### config.mk
export PLATFORM = sky130hd
export DESIGN_NAME = spi_byte_master
export DESIGN_NICKNAME = d
export VERILOG_FILES = /design/src/rtl/spi_bm_pkg.sv /design/src/rtl/spi_baud_gen.sv /design/src/rtl/spi_shift_engine.sv /design/src/rtl/spi_flag_bank.sv /design/src/rtl/spi_byte_master.sv
export SDC_FILE = /design/constraint.sdc
export NUM_CORES = 1
export LEC_CHECK = 0
export ABC_AREA = 1
export BUFFER_PORTS_ARGS = -buffer_cell sky130_fd_sc_hd__clkbuf_2
export CAP_MARGIN = 20
export CORE_MARGIN = 4
export CORE_UTILIZATION = 64
export DETAILED_ROUTE_END_ITERATION = 12
export PLACE_DENSITY = 0.83
export SKIP_CTS_REPAIR_TIMING = 1
export SLEW_MARGIN = 15
export SYNTH_ARGS = -nofsm -noshare
export SYNTH_HDL_FRONTEND = slang
export SYNTH_SLANG_ARGS = --single-unit
### constraint.sdc
create_clock -name clk_i -period 4.5 [get_ports clk_i]
set_input_delay 0.225 -clock clk_i [delete_from_list [all_inputs] [get_ports clk_i]]
set_output_delay 0.225 -clock clk_i [all_outputs]
set_load 0.05 [all_outputs]
### src/rtl/spi_bm_pkg.sv
package spi_bm_pkg;
  localparam int unsigned OFS_CTRL  = 'h00;
  localparam int unsigned OFS_CTRL2 = 'h01;
  localparam int unsigned OFS_BAUD  = 'h04;
  localparam int unsigned OFS_STAT  = 'h05;
  localparam int unsigned OFS_DATA  = 'h09;
  localparam int unsigned OFS_PDAT  = 'h0D;
  localparam int unsigned OFS_PDIR  = 'h10;

  localparam int unsigned C_IRQEN = 7;
  localparam int unsigned C_EN    = 6;
  localparam int unsigned C_MSTR  = 4;
  localparam int unsigned C_CPOL  = 3;
  localparam int unsigned C_CPHA  = 2;
  localparam int unsigned C_LSB   = 0;

  localparam int unsigned S_DONE  = 7;
  localparam int unsigned S_COLL  = 6;
  localparam int unsigned S_FAULT = 4;

  localparam int unsigned BAUD_PRE_LSB = 4;
  localparam int unsigned BAUD_EXP_LSB = 0;

  localparam int unsigned F_DONE  = 0;
  localparam int unsigned F_COLL  = 1;
  localparam int unsigned F_FAULT = 2;
  localparam int unsigned NFLAG   = 3;
endpackage

### src/rtl/spi_baud_gen.sv
module spi_baud_gen #(
  parameter int unsigned PRE_W = 3,
  parameter int unsigned EXP_W = 3
) (
  input  logic             clk_i,
  input  logic             rst_ni,
  input  logic             run_i,
  input  logic [PRE_W-1:0] pre_i,
  input  logic [EXP_W-1:0] exp_i,
  output logic             tick_o
);
  localparam int unsigned CNT_W = PRE_W + (1 << EXP_W);

  logic [CNT_W-1:0] half_w;
  logic [CNT_W-1:0] cnt_q;

  // half period = (pre+1) << exp bus clocks
  assign half_w = (CNT_W'(pre_i) + CNT_W'(1)) << exp_i;
  assign tick_o = run_i && (cnt_q == half_w - CNT_W'(1));

  always_ff @(posedge clk_i or negedge rst_ni) begin
    if (!rst_ni)      cnt_q <= '0;
    else if (!run_i)  cnt_q <= '0;
    else if (tick_o)  cnt_q <= '0;
    else              cnt_q <= cnt_q + CNT_W'(1);
  end

  a_r2_tick_spacing: assert property (@(posedge clk_i) disable iff (!rst_ni)
    tick_o && (half_w > CNT_W'(1)) && $stable(half_w) |=> !tick_o);
endmodule

### src/rtl/spi_shift_engine.sv
module spi_shift_engine #(
  parameter int unsigned DW = 8
) (
  input  logic          clk_i,
  input  logic          rst_ni,
  input  logic          start_i,
  input  logic          abort_i,
  input  logic          tick_i,
  input  logic          cpol_i,
  input  logic          cpha_i,
  input  logic          lsb_i,
  input  logic [DW-1:0] tx_i,
  input  logic          miso_i,
  output logic          busy_o,
  output logic          done_o,
  output logic          sck_o,
  output logic          mosi_o,
  output logic [DW-1:0] rx_o
);
  localparam int unsigned NEDGE = 2 * DW;
  localparam int unsigned EW    = $clog2(NEDGE);
  localparam logic [EW-1:0] LAST = EW'(NEDGE - 1);

  logic          busy_q, sck_q, smp_q;
  logic [EW-1:0] ecnt_q;
  logic [DW-1:0] sh_q, rx_q;
  logic          step_w, last_w, samp_w;

  function automatic logic [DW-1:0] push(input logic [DW-1:0] v, input logic b,
                                         input logic lsb);
    return lsb ? {b, v[DW-1:1]} : {v[DW-2:0], b};
  endfunction

  assign step_w = busy_q && tick_i;
  assign last_w = (ecnt_q == LAST);
  // ecnt_q even -> the coming edge is a leading one
  assign samp_w = cpha_i ? ecnt_q[0] : ~ecnt_q[0];

  always_ff @(posedge clk_i or negedge rst_ni) begin
    if (!rst_ni) begin
      busy_q <= 1'b0;
      sck_q  <= 1'b0;
      smp_q  <= 1'b0;
      ecnt_q <= '0;
      sh_q   <= '0;
      rx_q   <= '0;
    end else if (abort_i) begin
      busy_q <= 1'b0;
      sck_q  <= cpol_i;
    end else if (start_i && !busy_q) begin
      busy_q <= 1'b1;
      ecnt_q <= '0;
      sh_q   <= tx_i;
      sck_q  <= cpol_i;
    end else if (step_w) begin
      sck_q  <= ~sck_q;
      ecnt_q <= ecnt_q + EW'(1);
      if (last_w) begin
        busy_q <= 1'b0;
        rx_q   <= push(sh_q, cpha_i ? miso_i : smp_q, lsb_i);
      end else if (samp_w) begin
        smp_q <= miso_i;
      end else if (!(cpha_i && ecnt_q == '0)) begin
        sh_q <= push(sh_q, smp_q, lsb_i);
      end
    end else if (!busy_q) begin
      sck_q <= cpol_i;
    end
  end

  assign busy_o = busy_q;
  assign done_o = step_w && last_w && !abort_i;
  assign sck_o  = sck_q;
  assign mosi_o = lsb_i ? sh_q[0] : sh_q[DW-1];
  assign rx_o   = rx_q;

  a_r3_sck_rest: assert property (@(posedge clk_i) disable iff (!rst_ni)
    !busy_o && !$past(busy_o) && $stable(cpol_i) && !$past(start_i) |-> sck_o == cpol_i);
  a_r2_sck_holds: assert property (@(posedge clk_i) disable iff (!rst_ni)
    busy_o && !tick_i && !abort_i |=> $stable(sck_o));
endmodule

### src/rtl/spi_flag_bank.sv
module spi_flag_bank #(
  parameter int unsigned NF = 3
) (
  input  logic          clk_i,
  input  logic          rst_ni,
  input  logic [NF-1:0] set_i,
  input  logic [NF-1:0] clr_evt_i,
  input  logic          stat_rd_i,
  output logic [NF-1:0] flag_o
);
  logic [NF-1:0] arm_q, flag_q;

  for (genvar k = 0; k < NF; k++) begin : g_flag
    always_ff @(posedge clk_i or negedge rst_ni) begin
      if (!rst_ni) begin
        arm_q[k]  <= 1'b0;
        flag_q[k] <= 1'b0;
      end else begin
        if (stat_rd_i && flag_q[k]) arm_q[k] <= 1'b1;
        else if (clr_evt_i[k])      arm_q[k] <= 1'b0;
        // a new set outranks a clear in the same cycle
        if (set_i[k])                       flag_q[k] <= 1'b1;
        else if (arm_q[k] && clr_evt_i[k])  flag_q[k] <= 1'b0;
      end
    end

    a_r11_set_wins: assert property (@(posedge clk_i) disable iff (!rst_ni)
      set_i[k] |=> flag_o[k]);
    a_r5_clear_needs_event: assert property (@(posedge clk_i) disable iff (!rst_ni)
      $fell(flag_o[k]) |-> $past(clr_evt_i[k]));
  end

  assign flag_o = flag_q;
endmodule

### src/rtl/spi_byte_master.sv
module spi_byte_master
  import spi_bm_pkg::*;
#(
  parameter int unsigned DW          = 8,
  parameter int unsigned ADDR_W      = 5,
  parameter int unsigned PRE_W       = 3,
  parameter int unsigned EXP_W       = 3,
  parameter int unsigned SYNC_STAGES = 2
) (
  input  logic              clk_i,
  input  logic              rst_ni,
  input  logic [ADDR_W-1:0] addr_i,
  input  logic              wr_en_i,
  input  logic              rd_en_i,
  input  logic [DW-1:0]     wdata_i,
  output logic [DW-1:0]     rdata_o,
  output logic              sck_o,
  output logic              sck_oe_o,
  output logic              mosi_o,
  output logic              mosi_oe_o,
  input  logic              miso_i,
  input  logic              ss_ni,
  output logic [DW-1:0]     port_o,
  output logic [DW-1:0]     port_oe_o,
  output logic              done_irq_o,
  output logic              fault_irq_o
);
  localparam logic [DW-1:0] BAUD_MASK =
    DW'(((1 << PRE_W) - 1) << BAUD_PRE_LSB) | DW'(((1 << EXP_W) - 1) << BAUD_EXP_LSB);

  logic [DW-1:0] ctrl_q, ctrl2_q, baud_q, pdat_q, pdir_q, ctrl_d, stat_w;
  logic [SYNC_STAGES-1:0] ss_pipe_q;
  logic ss_low_w, mstr_on_w;
  logic ctrl_wr_w, data_wr_w, data_rd_w, stat_rd_w;
  logic start_w, abort_w, coll_set_w, fault_set_w;
  logic busy_w, done_w, tick_w;
  logic [DW-1:0] rx_w;
  logic [NFLAG-1:0] flag_set_w, flag_clr_w, flags_w;

  // access decode
  assign ctrl_wr_w = wr_en_i && (addr_i == ADDR_W'(OFS_CTRL));
  assign data_wr_w = wr_en_i && (addr_i == ADDR_W'(OFS_DATA));
  assign data_rd_w = rd_en_i && (addr_i == ADDR_W'(OFS_DATA));
  assign stat_rd_w = rd_en_i && (addr_i == ADDR_W'(OFS_STAT));

  // slave-select sense synchronizer
  always_ff @(posedge clk_i or negedge rst_ni) begin
    if (!rst_ni) ss_pipe_q <= '1;
    else         ss_pipe_q <= {ss_pipe_q[SYNC_STAGES-2:0], ss_ni};
  end
  assign ss_low_w = ~ss_pipe_q[SYNC_STAGES-1];

  assign mstr_on_w   = ctrl_q[C_EN] && ctrl_q[C_MSTR];
  assign fault_set_w = mstr_on_w && ss_low_w;
  assign start_w     = data_wr_w && mstr_on_w && !busy_w;
  assign coll_set_w  = data_wr_w && busy_w;
  assign abort_w     = busy_w && !mstr_on_w;

  always_comb begin
    ctrl_d = ctrl_q;
    if (ctrl_wr_w) ctrl_d = wdata_i;
    if (fault_set_w) begin
      ctrl_d[C_EN]   = 1'b0;
      ctrl_d[C_MSTR] = 1'b0;
    end
  end

  always_ff @(posedge clk_i or negedge rst_ni) begin
    if (!rst_ni) begin
      ctrl_q  <= '0;
      ctrl2_q <= '0;
      baud_q  <= '0;
      pdat_q  <= '0;
      pdir_q  <= '0;
    end else begin
      ctrl_q <= ctrl_d;
      if (wr_en_i) begin
        if (addr_i == ADDR_W'(OFS_CTRL2)) ctrl2_q <= wdata_i;
        if (addr_i == ADDR_W'(OFS_BAUD))  baud_q  <= wdata_i & BAUD_MASK;
        if (addr_i == ADDR_W'(OFS_PDAT))  pdat_q  <= wdata_i;
        if (addr_i == ADDR_W'(OFS_PDIR))  pdir_q  <= wdata_i;
      end
    end
  end

  spi_baud_gen #(.PRE_W(PRE_W), .EXP_W(EXP_W)) u_baud (
    .clk_i  (clk_i),
    .rst_ni (rst_ni),
    .run_i  (busy_w),
    .pre_i  (baud_q[BAUD_PRE_LSB +: PRE_W]),
    .exp_i  (baud_q[BAUD_EXP_LSB +: EXP_W]),
    .tick_o (tick_w)
  );

  spi_shift_engine #(.DW(DW)) u_shift (
    .clk_i   (clk_i),
    .rst_ni  (rst_ni),
    .start_i (start_w),
    .abort_i (abort_w),
    .tick_i  (tick_w),
    .cpol_i  (ctrl_q[C_CPOL]),
    .cpha_i  (ctrl_q[C_CPHA]),
    .lsb_i   (ctrl_q[C_LSB]),
    .tx_i    (wdata_i),
    .miso_i  (miso_i),
    .busy_o  (busy_w),
    .done_o  (done_w),
    .sck_o   (sck_o),
    .mosi_o  (mosi_o),
    .rx_o    (rx_w)
  );

  always_comb begin
    flag_set_w          = '0;
    flag_set_w[F_DONE]  = done_w;
    flag_set_w[F_COLL]  = coll_set_w;
    flag_set_w[F_FAULT] = fault_set_w;
    flag_clr_w          = '0;
    flag_clr_w[F_DONE]  = data_rd_w;
    flag_clr_w[F_COLL]  = data_rd_w || data_wr_w;
    flag_clr_w[F_FAULT] = ctrl_wr_w;
  end

  spi_flag_bank #(.NF(NFLAG)) u_flags (
    .clk_i     (clk_i),
    .rst_ni    (rst_ni),
    .set_i     (flag_set_w),
    .clr_evt_i (flag_clr_w),
    .stat_rd_i (stat_rd_w),
    .flag_o    (flags_w)
  );

  always_comb begin
    stat_w          = '0;
    stat_w[S_DONE]  = flags_w[F_DONE];
    stat_w[S_COLL]  = flags_w[F_COLL];
    stat_w[S_FAULT] = flags_w[F_FAULT];
  end

  always_comb begin
    case (addr_i)
      ADDR_W'(OFS_CTRL):  rdata_o = ctrl_q;
      ADDR_W'(OFS_CTRL2): rdata_o = ctrl2_q;
      ADDR_W'(OFS_BAUD):  rdata_o = baud_q;
      ADDR_W'(OFS_STAT):  rdata_o = stat_w;
      ADDR_W'(OFS_DATA):  rdata_o = rx_w;
      ADDR_W'(OFS_PDAT):  rdata_o = pdat_q;
      ADDR_W'(OFS_PDIR):  rdata_o = pdir_q;
      default:            rdata_o = '0;
    endcase
  end

  assign sck_oe_o    = mstr_on_w;
  assign mosi_oe_o   = mstr_on_w;
  assign port_o      = pdat_q;
  assign port_oe_o   = pdir_q;
  assign done_irq_o  = ctrl_q[C_IRQEN] && flags_w[F_DONE];
  assign fault_irq_o = ctrl_q[C_IRQEN] && flags_w[F_FAULT];

  a_r7_fault_drops_master: assert property (@(posedge clk_i) disable iff (!rst_ni)
    $rose(flags_w[F_FAULT]) |-> !ctrl_q[C_EN] && !ctrl_q[C_MSTR] && !sck_oe_o);
  a_r8_irq_gate: assert property (@(posedge clk_i) disable iff (!rst_ni)
    !ctrl_q[C_IRQEN] |-> !done_irq_o && !fault_irq_o);
  a_r9_idle_write_ignored: assert property (@(posedge clk_i) disable iff (!rst_ni)
    data_wr_w && !mstr_on_w && !busy_w |=> !busy_w);
  a_r6_coll_flag: assert property (@(posedge clk_i) disable iff (!rst_ni)
    data_wr_w && busy_w |=> stat_w[S_COLL] && busy_w);
endmodule

==> results of run 1 <==
==> per-layer routing <==
metal | track usage [%] | share of wire (%)
met2 | 46.3 | 49
met3 | 4.09 | 5.5
met4 | 13.4 | 3.3
met5 | 0 | 0
met1 | 37.1 | 42
==> placed cells by master, fill, tap and decap left out, types with 3 or more instances in the layout <==
cell,count
nor3_1,6
nand3_1,43
nand4_1,9
o21ai_1,7
dfrtp_1,78
o21ai_0,63
xor2_1,12
nor2_2,3
a22oi_1,7
clkbuf_8,9
nor2_4,4
nand2_2,18
a221oi_1,5
a21oi_1,9
nor2_1,43
clkbuf_2,47
ha_1,5
nand2_1,178
inv_2,9
inv_1,68
nand3_2,11
nor3b_1,3
o21ai_2,3
==> cell usage after synthesis, types with 3 or more instances <==
library cell	count
a21oi_1	9
a221oi_1	5
a22oi_1	7
buf_4	5
clkbuf_1	11
dfrtp_1	78
ha_1	5
inv_1	68
inv_2	9
nand2_1	178
nand2_2	18
nand3_1	43
nand3_2	11
nand4_1	9
nor2_1	43
nor2_2	3
nor2_4	4
nor3_1	6
nor3b_1	3
o21ai_0	63
o21ai_1	7
o21ai_2	3
xor2_1	12
==> per-stage QoR <==
step | hold slack, ns | utilization [%] | instances
after detailed placement | 0.317 | 69.1 | 757
after floorplan | -0.0706 | - | 629
after CTS | -0.0557 | 72.1 | 773
after global routing | 0.133 | 72.6 | 776
final | 0.107 | 72.6 | 776
after global placement | 0.312 | 69.1 | 757
==> worst register-to-register path, cell delays in order (launching register included) <==
cell	delay (ns)
dfrtp_1	0.49
ha_1	0.38
o21ai_2	0.08
nor2_2	0.13
nand2_2	0.07
ha_1	0.29
xor2_1	0.14
nand2_1	0.06
a31oi_1	0.13
and2_1	0.18
nand3_1	0.13
nor2_4	0.20
nand4_2	0.31
nor2_1	0.20
nor2_1	0.06
==> sequential cells by signal, summed over array words and instances (netlist names), 6 cells and up <==
signal        flops
u_shift.sh_q      8
ctrl_q            8
port_o            8
u_baud.cnt_q     11
u_shift.rx_o      8
port_oe_o         8
ctrl2_q           8
baud_q            6
==> cell families after synthesis <==
family	Yosys count
adder cells (fa/ha/maj)	5
AND/OR/NAND/NOR	333
buffers and inverters	97
flip-flops	80
XOR/XNOR	12
AO/OA/AOI/OAI	102
==> report_power, final <==
part | switching (uW) | leakage (uW) | internal (uW)
registers | 90.4 | 0.00104 | 802
logic | 549 | 0.00146 | 221
clock network | 263 | 0.000104 | 313
==> cell type report <==
| type | count | share of cell area (%) |
|---|---|---|
| Multi-Input combinational cell | 452 | 44.6 |
| Clock buffer | 11 | 2.49 |
| Sequential cell | 80 | 38.1 |
| Inverter | 78 | 5.56 |
| Clock inverter | 5 | 1.54 |
| Tap cell | 99 | 2.35 |
| Timing Repair Buffer | 51 | 5.37 |
==> how the worst max path moves through the flow <==
stage	start	endpoint	cells past startpoint
after floorplan	baud_q[5]	u_shift.rx_o[0]	15
after global routing	baud_q[4]	u_shift.rx_o[0]	14
after detailed placement	baud_q[4]	u_shift.rx_o[0]	14
after global placement	baud_q[4]	u_shift.rx_o[7]	14
final	baud_q[4]	u_shift.rx_o[0]	14
after CTS	baud_q[4]	u_shift.rx_o[0]	14
==> summary.txt, run 1 <==
Outcome
  • Run status: complete, no violations

Layout
  • Nets: about 700
  • Area grow syn2layout: 10.6%
  • Fillers: slightly below 600
  • Area of the multi-input gates: 2350 um2
  • Cell area after layout: around 5300 um2
  • Layout cell share with drive strength beyond 1: between 10% and 20%
  • Register area: roughly 2000 um2
  • Antenna Cells: 0

Timing
  • Maximum achievable frequency: between 0.3 and 0.4 GHz
  • Count of pins over their slew limit: 0
  • Setup Skew: about 0.015 ns
  • Final setup viols: 0
  • Final TNS setup: 0 ns
  • Post-route minimum period: a little under 3 ns
  • RSZ-0062 raised after global routing: no
  • Relative slew slack: about two fifths
  • Final hold vios: 0
  • Final WS setup: 1.56 ns
  • Slew @ Worst Pin: around 0.9 ns
  • Final worst-path cycle share: between 60% and 70%

Worst setup path
  • Arr. time, crit path: between 3 and 4 ns
  • WS Path Type: reg -> reg
  • Cells along the critical path: ha_1 -> o21ai_2 -> nor2_2 -> nand2_2 -> ha_1 -> xor2_1 -> nand2_1 -> a31oi_1 -> and2_1 -> nand3_1 -> nor2_4 -> nand4_2 -> nor2_1 -> nor2_1
  • Worst R2R Setup Slack: around 1.6 ns
  • CP max stage cell: dfrtp_1
  • Worst Path Max Fanout: 11
  • Reg2Reg Depth: 14
  • CP peak stage delay: 0.49 ns
  • CP Launch Type: register
  • Delay-heaviest family, CP: simple AND/OR/NAND/NOR gates
  • Reg-to-reg startpoint: baud_q[4]
  • Worst Path Required: roughly 4.7 ns
  • Buf/Inv on CP: 0
  • FF-to-FF End: u_shift.rx_o[0]
  • Critical Path End Type: register

Die
  • Width of the die: around 94 um
  • Die ar.: 8890 um2
  • # rows: 31
  • Starting density of the core: roughly two thirds
  • Die height: roughly 94 um
  • I/O pins: 49
  • Core box area: 7250 um2

Synth
  • Synth warnings: 0
  • Post-synth top area share: between 40% and 50%
  • Largest family of logic cells by synthesized area: simple AND/OR/NAND/NOR gates
  • Post-Syn Instances: between 600 and 700
  • Synth Area in Adders: under 10%
  • Synth Area in Compound Gates: between 10% and 20%
  • Async set-or-reset flop fraction in the synthesized netlist: between 90% and 100%
  • Syn Nets: roughly 650
  • Post-synth top area cell: dfrtp_1
  • Post-synthesis simple-gate area fraction: between 30% and 40%
  • Sequential cell area fraction in the yosys report: between 40% and 50%
  • Syn Area/Cell: ~7.6 um2
  • Area contributors post-synth: dfrtp_1 41%, nand2_1 14%, o21ai_0 6.6%
  • Top FF cell, synth: dfrtp_1
  • Yosys cell types: 45
  • Synth Cell Area: ~4800 um2
  • EDFF count, synth: 0
  • Synth Area in XOR/XNOR: under 10%
  • #FFs+latches synth: 80
  • Multiplexer share of the synthesized area: 0%

Placed design
  • Port bufs: 48
  • Setup WS pre-CTS: roughly 1.6 ns
  • Placed cell area: between 5000 and 6000 um2
  • Hpwl dp: ~8600 um
  • Placer Congestion: 0.905

GRT
  • Congestion Overflow GR: 0
  • Initial antenna violation count: 0
  • Vias in the first global route: 4145
  • Pin count of the biggest net entering global routing: between 80 and 90
  • GRT Total Usage: between 20% and 30%
  • Global-route wire length before repair: between 15000 and 20000 um

Hold path
  • Hold Crit Class: in -> reg
  • Worst-case hold path end point: ctrl_q[3]
  • Min-delay src: wdata_i[3]
  • Min-Delay Path Depth: 3

Detailed routing
  • Drt first pass iters: 5
  • Final wirelength: between 10000 and 15000 um
  • Vias per Instance: between 5 and 6
  • Final ANT Viol Nets: 0
  • Wirelength per Cell: between 10 and 15 um
  • Iteration-0 DRC Markers: approximately 390
  • Detailed-route via count: approximately 4400
  • Detailed-route DRC error count: 0

Power
  • LEAKAGE: approximately 0.0026 uW
  • Maximum VDD drop: between 0.3 and 0.4 mV
  • Power Dens Cells: approximately 420 nW/um2
  • Total power: approximately 2200 uW

CTS
  • H-Tree Level Count: 3
  • Clk buf depth: 2
  • CTS Buf Count: 9
  • CTS tree: built
  • Clk root buf: clkbuf_8
  • Worst skew pair latency: 0.36 ns
  • CTS clk-pin slew, worst paths: approximately 0.08 ns
  • CTS Sinks: 80

Flow run
  • Max Cap Violations: 0
(Power assumes the default switching activity.)
==> run 2, diff against run 1 <==
--- a/config.mk
+++ b/config.mk
@@ -5,13 +5,13 @@
 export SDC_FILE = /design/constraint.sdc
 export NUM_CORES = 1
 export LEC_CHECK = 0
-export ABC_AREA = 1
+export ABC_AREA = 0
 export BUFFER_PORTS_ARGS = -buffer_cell sky130_fd_sc_hd__clkbuf_2
 export CAP_MARGIN = 20
 export CORE_MARGIN = 4
-export CORE_UTILIZATION = 64
+export CORE_UTILIZATION = 60
 export DETAILED_ROUTE_END_ITERATION = 12
-export PLACE_DENSITY = 0.83
+export PLACE_DENSITY = 0.78
 export SKIP_CTS_REPAIR_TIMING = 1
 export SLEW_MARGIN = 15
 export SYNTH_ARGS = -nofsm -noshare
==> constraint.sdc (replaced) <==
create_clock -name clk_i -period 2.8 [get_ports clk_i]
set_input_delay 0.14 -clock clk_i [delete_from_list [all_inputs] [get_ports clk_i]]
set_output_delay 0.14 -clock clk_i [all_outputs]
set_load 0.05 [all_outputs]
==> run 2 against run 1 <==
The run now ends with negative hold slack, negative setup slack left. Global-route usage shrank 0.61 points. Sequential share of layout area shrank 4.5 points. Largest cell class unchanged. Setup slack lost 1.8 ns. Highest routed layer unchanged. Via count shrank 1.4%. Synthesized cell count shrank 24%. Core utilization grew 4.3 points. Critical endpoint is now u_shift.smp_q.
==> summary.txt, run 2 <==
Outcome
  • Run status: finished with violations
  • Failing checks: negative hold slack, negative setup slack

Timing
  • Maximum achievable frequency: about 0.32 GHz
  • Final hold vios: 78
  • Slew @ Worst Pin: 0.978 ns
  • Final WS setup: -0.279 ns
  • Final setup viols: 34
  • Post-route minimum period: about 3 ns
  • RSZ-0062 raised after global routing: yes
  • Worst hold slack: -0.0605 ns
  • Relative slew slack: a little over a third
  • Count of pins over their slew limit: 0
  • Setup Skew: between 0.015 and 0.02 ns
  • Final worst-path cycle share: 110%

CTS
  • CTS tree: built
  • CTS clk-pin slew, worst paths: roughly 0.09 ns
  • Clk root buf: clkbuf_8
  • Clk buf depth: 2
  • Worst skew pair latency: between 0.3 and 0.4 ns
  • CTS Sinks: 80
  • CTS Buf Count: 9
  • H-Tree Level Count: 3

Synth
  • Area contributors post-synth: dfrtp_1 40%, mux2_2 14%, o21ai_0 3.0%
  • Post-Syn Instances: 477
  • EDFF count, synth: 0
  • Async set-or-reset flop fraction in the synthesized netlist: 100%
  • Syn Area/Cell: 10.1 um2
  • Syn Nets: between 500 and 600
  • Top FF cell, synth: dfrtp_1
  • #FFs+latches synth: 80
  • Post-synth top area cell: dfrtp_1
  • Synth Cell Area: a little under 5000 um2
  • Most common cell in the netlist: dfrtp_1
  • Post-synth top area share: 40.5%
  • Synth warnings: 0
  • Sequential cell area fraction in the yosys report: about 42%
  • Post-synth top cells: 78 x dfrtp_1, 61 x mux2_2, 34 x nor2_1
  • Yosys cell types: 71

Worst setup path
  • Critical Path End Type: register
  • Cells along the critical path: ha_4 -> nand2b_4 -> a21boi_4 -> nand2b_4 -> ha_4 -> inv_2 -> o22ai_4 -> and3_1 -> o221ai_1 -> a22o_4 -> buf_6 -> nor4_4 -> mux2_2
  • Delay-heaviest family, CP: compound AO/OA/AOI/OAI gates
  • Worst R2R Setup Slack: -0.28 ns
  • FF-to-FF End: u_shift.smp_q
  • CP max stage cell: dfrtp_1
  • Reg2Reg Depth: 13
  • Reg-to-reg startpoint: baud_q[4]
  • Arr. time, crit path: approximately 3.3 ns
  • Worst Path Max Fanout: 8
  • Buf/Inv on CP: 2
  • WS Path Type: reg -> reg
  • CP Launch Type: register
  • CP peak stage delay: between 0.4 and 0.5 ns
  • Worst Path Required: between 3 and 4 ns

Power
  • Combinational share of power: 44.3%
  • Sw frac: between 40% and 50%
  • Switch Pwr: around 1600 uW
  • Flop pwr share: 35.1%
  • Maximum VDD drop: between 0.4 and 0.5 mV
  • Clock Power Share: 20.6%
  • LEAKAGE: 0.00276 uW
  • Internal power: approximately 2400 uW
  • Power Dens Cells: ~670 nW/um2

GRT
  • Vias in the first global route: approximately 4300
  • GRT Total Usage: 27.7%
  • Congestion Overflow GR: 0
  • Global-route wire length before repair: 21400 um
  • Initial antenna violation count: 0
  • Pin count of the biggest net entering global routing: a little over 80

Placed design
  • Port bufs: 48
  • Hpwl dp: approximately 9400 um
  • Placer Congestion: between 0.9 and 1
  • Placed cell area: about 5600 um2

Layout
  • Fillers: about 540
  • Max reg flops: 11
  • Most frequent cells in the layout: 76 x dfrtp_1, 60 x mux2_2, 51 x buf_4
  • Layout cell share with drive strength beyond 1: 39.1%
  • Commonest non-fill, non-tap cell in the layout: dfrtp_1
  • Nets: ~600
  • Antenna Cells: 0
  • Top reg by flops: u_baud.cnt_q
  • Area grow syn2layout: 24.0%
  • Area of the multi-input gates: 2920 um2
  • Register area: ~2000 um2
  • Cell area after layout: around 6000 um2

Hold path
  • Hold Crit Class: in -> async

Detailed routing
  • Wirelength per Cell: 20.0 um
  • Vias per Instance: between 6 and 7
  • Drt first pass iters: 5
  • Final ANT Viol Nets: 0
  • Detailed-route DRC error count: 0
  • Iteration-0 DRC Markers: ~400
  • Final wirelength: roughly 13000 um
  • Detailed-route via count: around 4300

Die
  • Width of the die: around 98 um
  • Core box area: 7770 um2
  • Die ar.: around 9500 um2
  • Die height: slightly below 100 um
  • I/O pins: around 50
  • # rows: 32
  • Starting density of the core: 62.0%

Flow run
  • Max Cap Violations: 0
## run 2: cell count changes after synthesis, moves of 18 or more
cell / delta
inv_1: -59
mux2_2: +61
nand2_1: -145
nand2_2: -18
nand3_1: -27
o21ai_0: -34
## run 2: worst reg2reg max path, cell delays in order, from the launching register on
cell      delay (ns)
dfrtp_1         0.42
ha_4            0.28
nand2b_4        0.08
a21boi_4        0.18
nand2b_4        0.14
ha_4            0.14
inv_2           0.04
o22ai_4         0.21
and3_1          0.21
o221ai_1        0.18
a22o_4          0.34
buf_6           0.15
nor4_4          0.25
mux2_2          0.36
## run 2: worst max-delay path by stage
stage,from,end,slack (ns),cells after the start
2_1_floorplan,baud_q[5],u_shift.rx_o[0],-0.32,13
3_3_place_gp,baud_q[4],u_shift.smp_q,-0.24,13
3_5_place_dp,baud_q[4],u_shift.smp_q,-0.33,13
4_1_cts,baud_q[4],u_shift.smp_q,-0.37,13
5_1_grt,baud_q[4],u_shift.smp_q,-0.38,10
6_report,baud_q[4],u_shift.smp_q,-0.28,13
## run 2: kinds of logic after synthesis
family	after synthesis	synth area share, %
simple gates	143	15.7
compound gates	111	16.2
flops	80	41.6
mux	74	17.0
buf+inv	39	3.50
xor+xnor	25	4.70
fa+ha+maj	5	1.30
## run 2: cell type report
| type | instances | share of cell area, % |
|---|---|---|
| multi-input combinational | 358 | 48.9 |
| sequential | 80 | 33.6 |
| timing repair buffer | 104 | 11.6 |
| clock buffer | 10 | 2.30 |
| tap | 102 | 2.14 |
| clock inverter | 6 | 0.858 |
| inverter | 10 | 0.628 |
## run 2: power by group through the flow
stage | registers (uW) | logic (uW) | clock network [uW]
2_1_floorplan | 1540 | 921 | 0
3_3_place_gp | 1410 | 1530 | 0
3_5_place_dp | 1420 | 1550 | 0
4_1_cts | 1400 | 1560 | 830
5_1_grt | 1420 | 1870 | 895
6_report | 1400 | 1770 | 824
## run 2: routing by layer
metal / share of wire, % / vias up / track usage (%)
met3: 6.7 / 17 / 5.38
met2: 50 / 186 / 46.1
li1: - / 1948 / -
met1: 42 / 2153 / 37.2
met5: 0 / - / 0
met4: 1.4 / 0 / 7.24
## run 2: metrics by stage
stage	total power, uW	worst slack, ns	cells	utilization (%)	TNS, ns
6_report	3990	-0.279	670	76.9	-6.26
5_1_grt	4190	-0.381	670	76.9	-10.20
3_5_place_dp	2970	-0.326	649	71.6	-6.43
3_3_place_gp	2940	-0.237	649	71.6	-3.73
4_1_cts	3790	-0.365	665	74.0	-7.27
2_1_floorplan	2460	-0.321	477	-	-3.59
==> run 3, diff against run 2 <==
--- a/config.mk
+++ b/config.mk
@@ -12,6 +12,7 @@
 export CORE_UTILIZATION = 60
 export DETAILED_ROUTE_END_ITERATION = 12
 export PLACE_DENSITY = 0.78
+export RECOVER_POWER = 100
 export SKIP_CTS_REPAIR_TIMING = 1
 export SLEW_MARGIN = 15
 export SYNTH_ARGS = -nofsm -noshare
==> run 3 against run 2 <==
The flow finishes with violations (max-capacitance violations, max-slew violations, negative setup slack). Maximum frequency grew 0.22%. Total power decreased by 0.37%. Register-to-register slack barely moved. Routed wire length increased by 0.33%. Design area fell by 1.0%. Core utilization down 0.79 points. Sequential share of layout area grew 0.35 points. Hold slack improved by 0.11 ns. Global-route usage stayed put.
==> summary.txt, run 3 (synthesis gave the netlist of run 2 again) <==
Detailed routing
  • Detailed-route via count: 4279
  • Final ANT Viol Nets: 0
  • Detailed-route DRC error count: 0
  • Drt first pass iters: 5
  • Iteration-0 DRC Markers: roughly 450
  • Wirelength per Cell: 20.0 um
  • Final wirelength: about 13000 um
  • Vias per Instance: 6.39

Worst setup path
  • Arr. time, crit path: 3.32 ns
  • CP max stage cell: or4_1
  • CP peak stage delay: around 0.5 ns
  • Buf/Inv on CP: 2
  • Worst Path Max Fanout: 12
  • Worst Path Required: 3.05 ns
  • CP Launch Type: register
  • WS Path Type: reg -> reg
  • Cells along the critical path: buf_4 -> and4b_4 -> or4_1 -> o21ai_2 -> and2_1 -> o221ai_1 -> a22o_4 -> nor4b_4 -> buf_6 -> mux2_2
  • Critical Path End Type: register
  • Delay-heaviest family, CP: simple AND/OR/NAND/NOR gates

Die
  • I/O pins: 49
  • Starting density of the core: between 60% and 70%
  • Width of the die: roughly 100 um
  • Die height: approximately 98 um
  • # rows: 32
  • Die ar.: ~9500 um2
  • Core box area: between 7000 and 8000 um2

Layout
  • Antenna Cells: 0
  • Commonest non-fill, non-tap cell in the layout: dfrtp_1
  • Register area: ~2000 um2
  • Area grow syn2layout: 22.7%
  • Core Util, Final: between 70% and 80%
  • Nets: 587
  • Layout cell share with drive strength beyond 1: 32.9%
  • Area of the multi-input gates: 2920 um2
  • Max reg flops: 11
  • Fillers: between 500 and 600
  • Top reg by flops: u_baud.cnt_q
  • Most frequent cells in the layout: 76 x dfrtp_1, 60 x mux2_2, 46 x buf_4

Timing
  • Count of pins over their slew limit: between 80 and 90
  • Slew @ Worst Pin: between 1.5 and 2 ns
  • Final hold vios: 0
  • Post-route minimum period: just over 3 ns
  • Final worst-path cycle share: 110%
  • Final TNS setup: -6.06 ns
  • Relative slew slack: -29.3%
  • Worst hold slack: slightly above 0.05 ns
  • Setup Skew: 0.0150 ns
  • Final WS setup: -0.272 ns
  • RSZ-0062 raised after global routing: yes
  • Final setup viols: 34
  • Maximum achievable frequency: between 0.3 and 0.4 GHz

GRT
  • Global-route wire length before repair: roughly 21000 um
  • Vias in the first global route: between 4000 and 5000
  • Congestion Overflow GR: 0
  • Initial antenna violation count: 0
  • GRT Total Usage: between 20% and 30%
  • Pin count of the biggest net entering global routing: 81

CTS
  • Clk buf depth: 2
  • CTS Buf Count: 9
  • Clk root buf: clkbuf_8
  • CTS clk-pin slew, worst paths: roughly 0.090 ns
  • H-Tree Level Count: 3
  • CTS Sinks: 80
  • CTS tree: built
  • Worst skew pair latency: ~0.37 ns

Power
  • Internal power: 2340 uW
  • Power Dens Cells: 673 nW/um2
  • Clock Power Share: approximately a fifth
  • Flop pwr share: 35.2%
  • Switch Pwr: 1640 uW
  • LEAKAGE: 0.00264 uW
  • Combinational share of power: 44.0%
  • Maximum VDD drop: 0.488 mV
  • Sw frac: between 40% and 50%

Flow run
  • Max Cap Violations: 1

Placed design
  • Hpwl dp: 9430 um
  • Port bufs: 48
  • Setup WS pre-CTS: -0.326 ns
  • Placer Congestion: slightly above 0.9

Outcome
  • Failing checks: max-capacitance violations, max-slew violations, negative setup slack
  • Run status: finished with violations

Hold path
  • Hold Crit Class: in -> reg
==> run 3: changes by cell type in the layout (fill, tap and decap cells not counted), sizes merged <==
cell / before / now
buf: 56 / 51
clkbuf: 57 / 62
==> run 3: metal layers <==
metal / GRT usage (%) / routed length [um] / vias up
met2: 46.1 / 6640 / 197
met3: 5.38 / 975 / 21
li1: - / - / 1945
met1: 37.2 / 5600 / 2116
met4: 7.24 / 207 / 0
met5: 0 / 0 / -
==> run 3: power by group through the flow <==
stage	sequential (uW)	combinational, uW	clock [uW]
after floorplan	1540	921	0
after global placement	1410	1530	0
after detailed placement	1420	1550	0
after CTS	1400	1560	830
after global routing	1420	1860	895
final	1400	1750	825
==> run 3: per-stage QoR <==
step,std cells,total power (uW),instance area [um2]
after floorplan,477,2460,4940
after global placement,649,2940,5560
after detailed placement,649,2970,5560
after CTS,665,3790,5750
after global routing,670,4170,5910
final,670,3980,5910
==> run 3: area by class of cell <==
cell class	instances	share of cell area, %
Timing Repair Buffer	104	10.8
Sequential cell	80	33.9
Clock buffer	10	2.33
Inverter	10	0.635
Clock inverter	6	0.867
Tap cell	102	2.16
Multi-Input combinational cell	358	49.3
==> run 3: worst reg2reg max path, cell delays in order, from the launching register on <==
cell	delay, ns
dfrtp_1	0.42
buf_4	0.19
and4b_4	0.21
or4_1	0.50
o21ai_2	0.24
and2_1	0.17
o221ai_1	0.18
a22o_4	0.30
nor4b_4	0.23
buf_6	0.18
mux2_2	0.35
==> run 3: path summary, 6_finish.rpt <==
kind | end | cells past startpoint | slack (ns) | start
worst max-delay path | u_shift.rx_o[5] | 10 | -0.27 | baud_q[4]
worst min-delay path | u_shift.smp_q | 2 | 0.05 | miso_i
worst max register to register | u_shift.rx_o[5] | 10 | -0.27 | baud_q[4]
worst min register to register | ss_pipe_q[1] | 0 | 0.35 | ss_pipe_q[0]
max in group asynchronous | baud_q[5] | 1 | 1.19 | rst_ni
min in group asynchronous | u_baud.cnt_q[5] | 1 | 0.31 | rst_ni
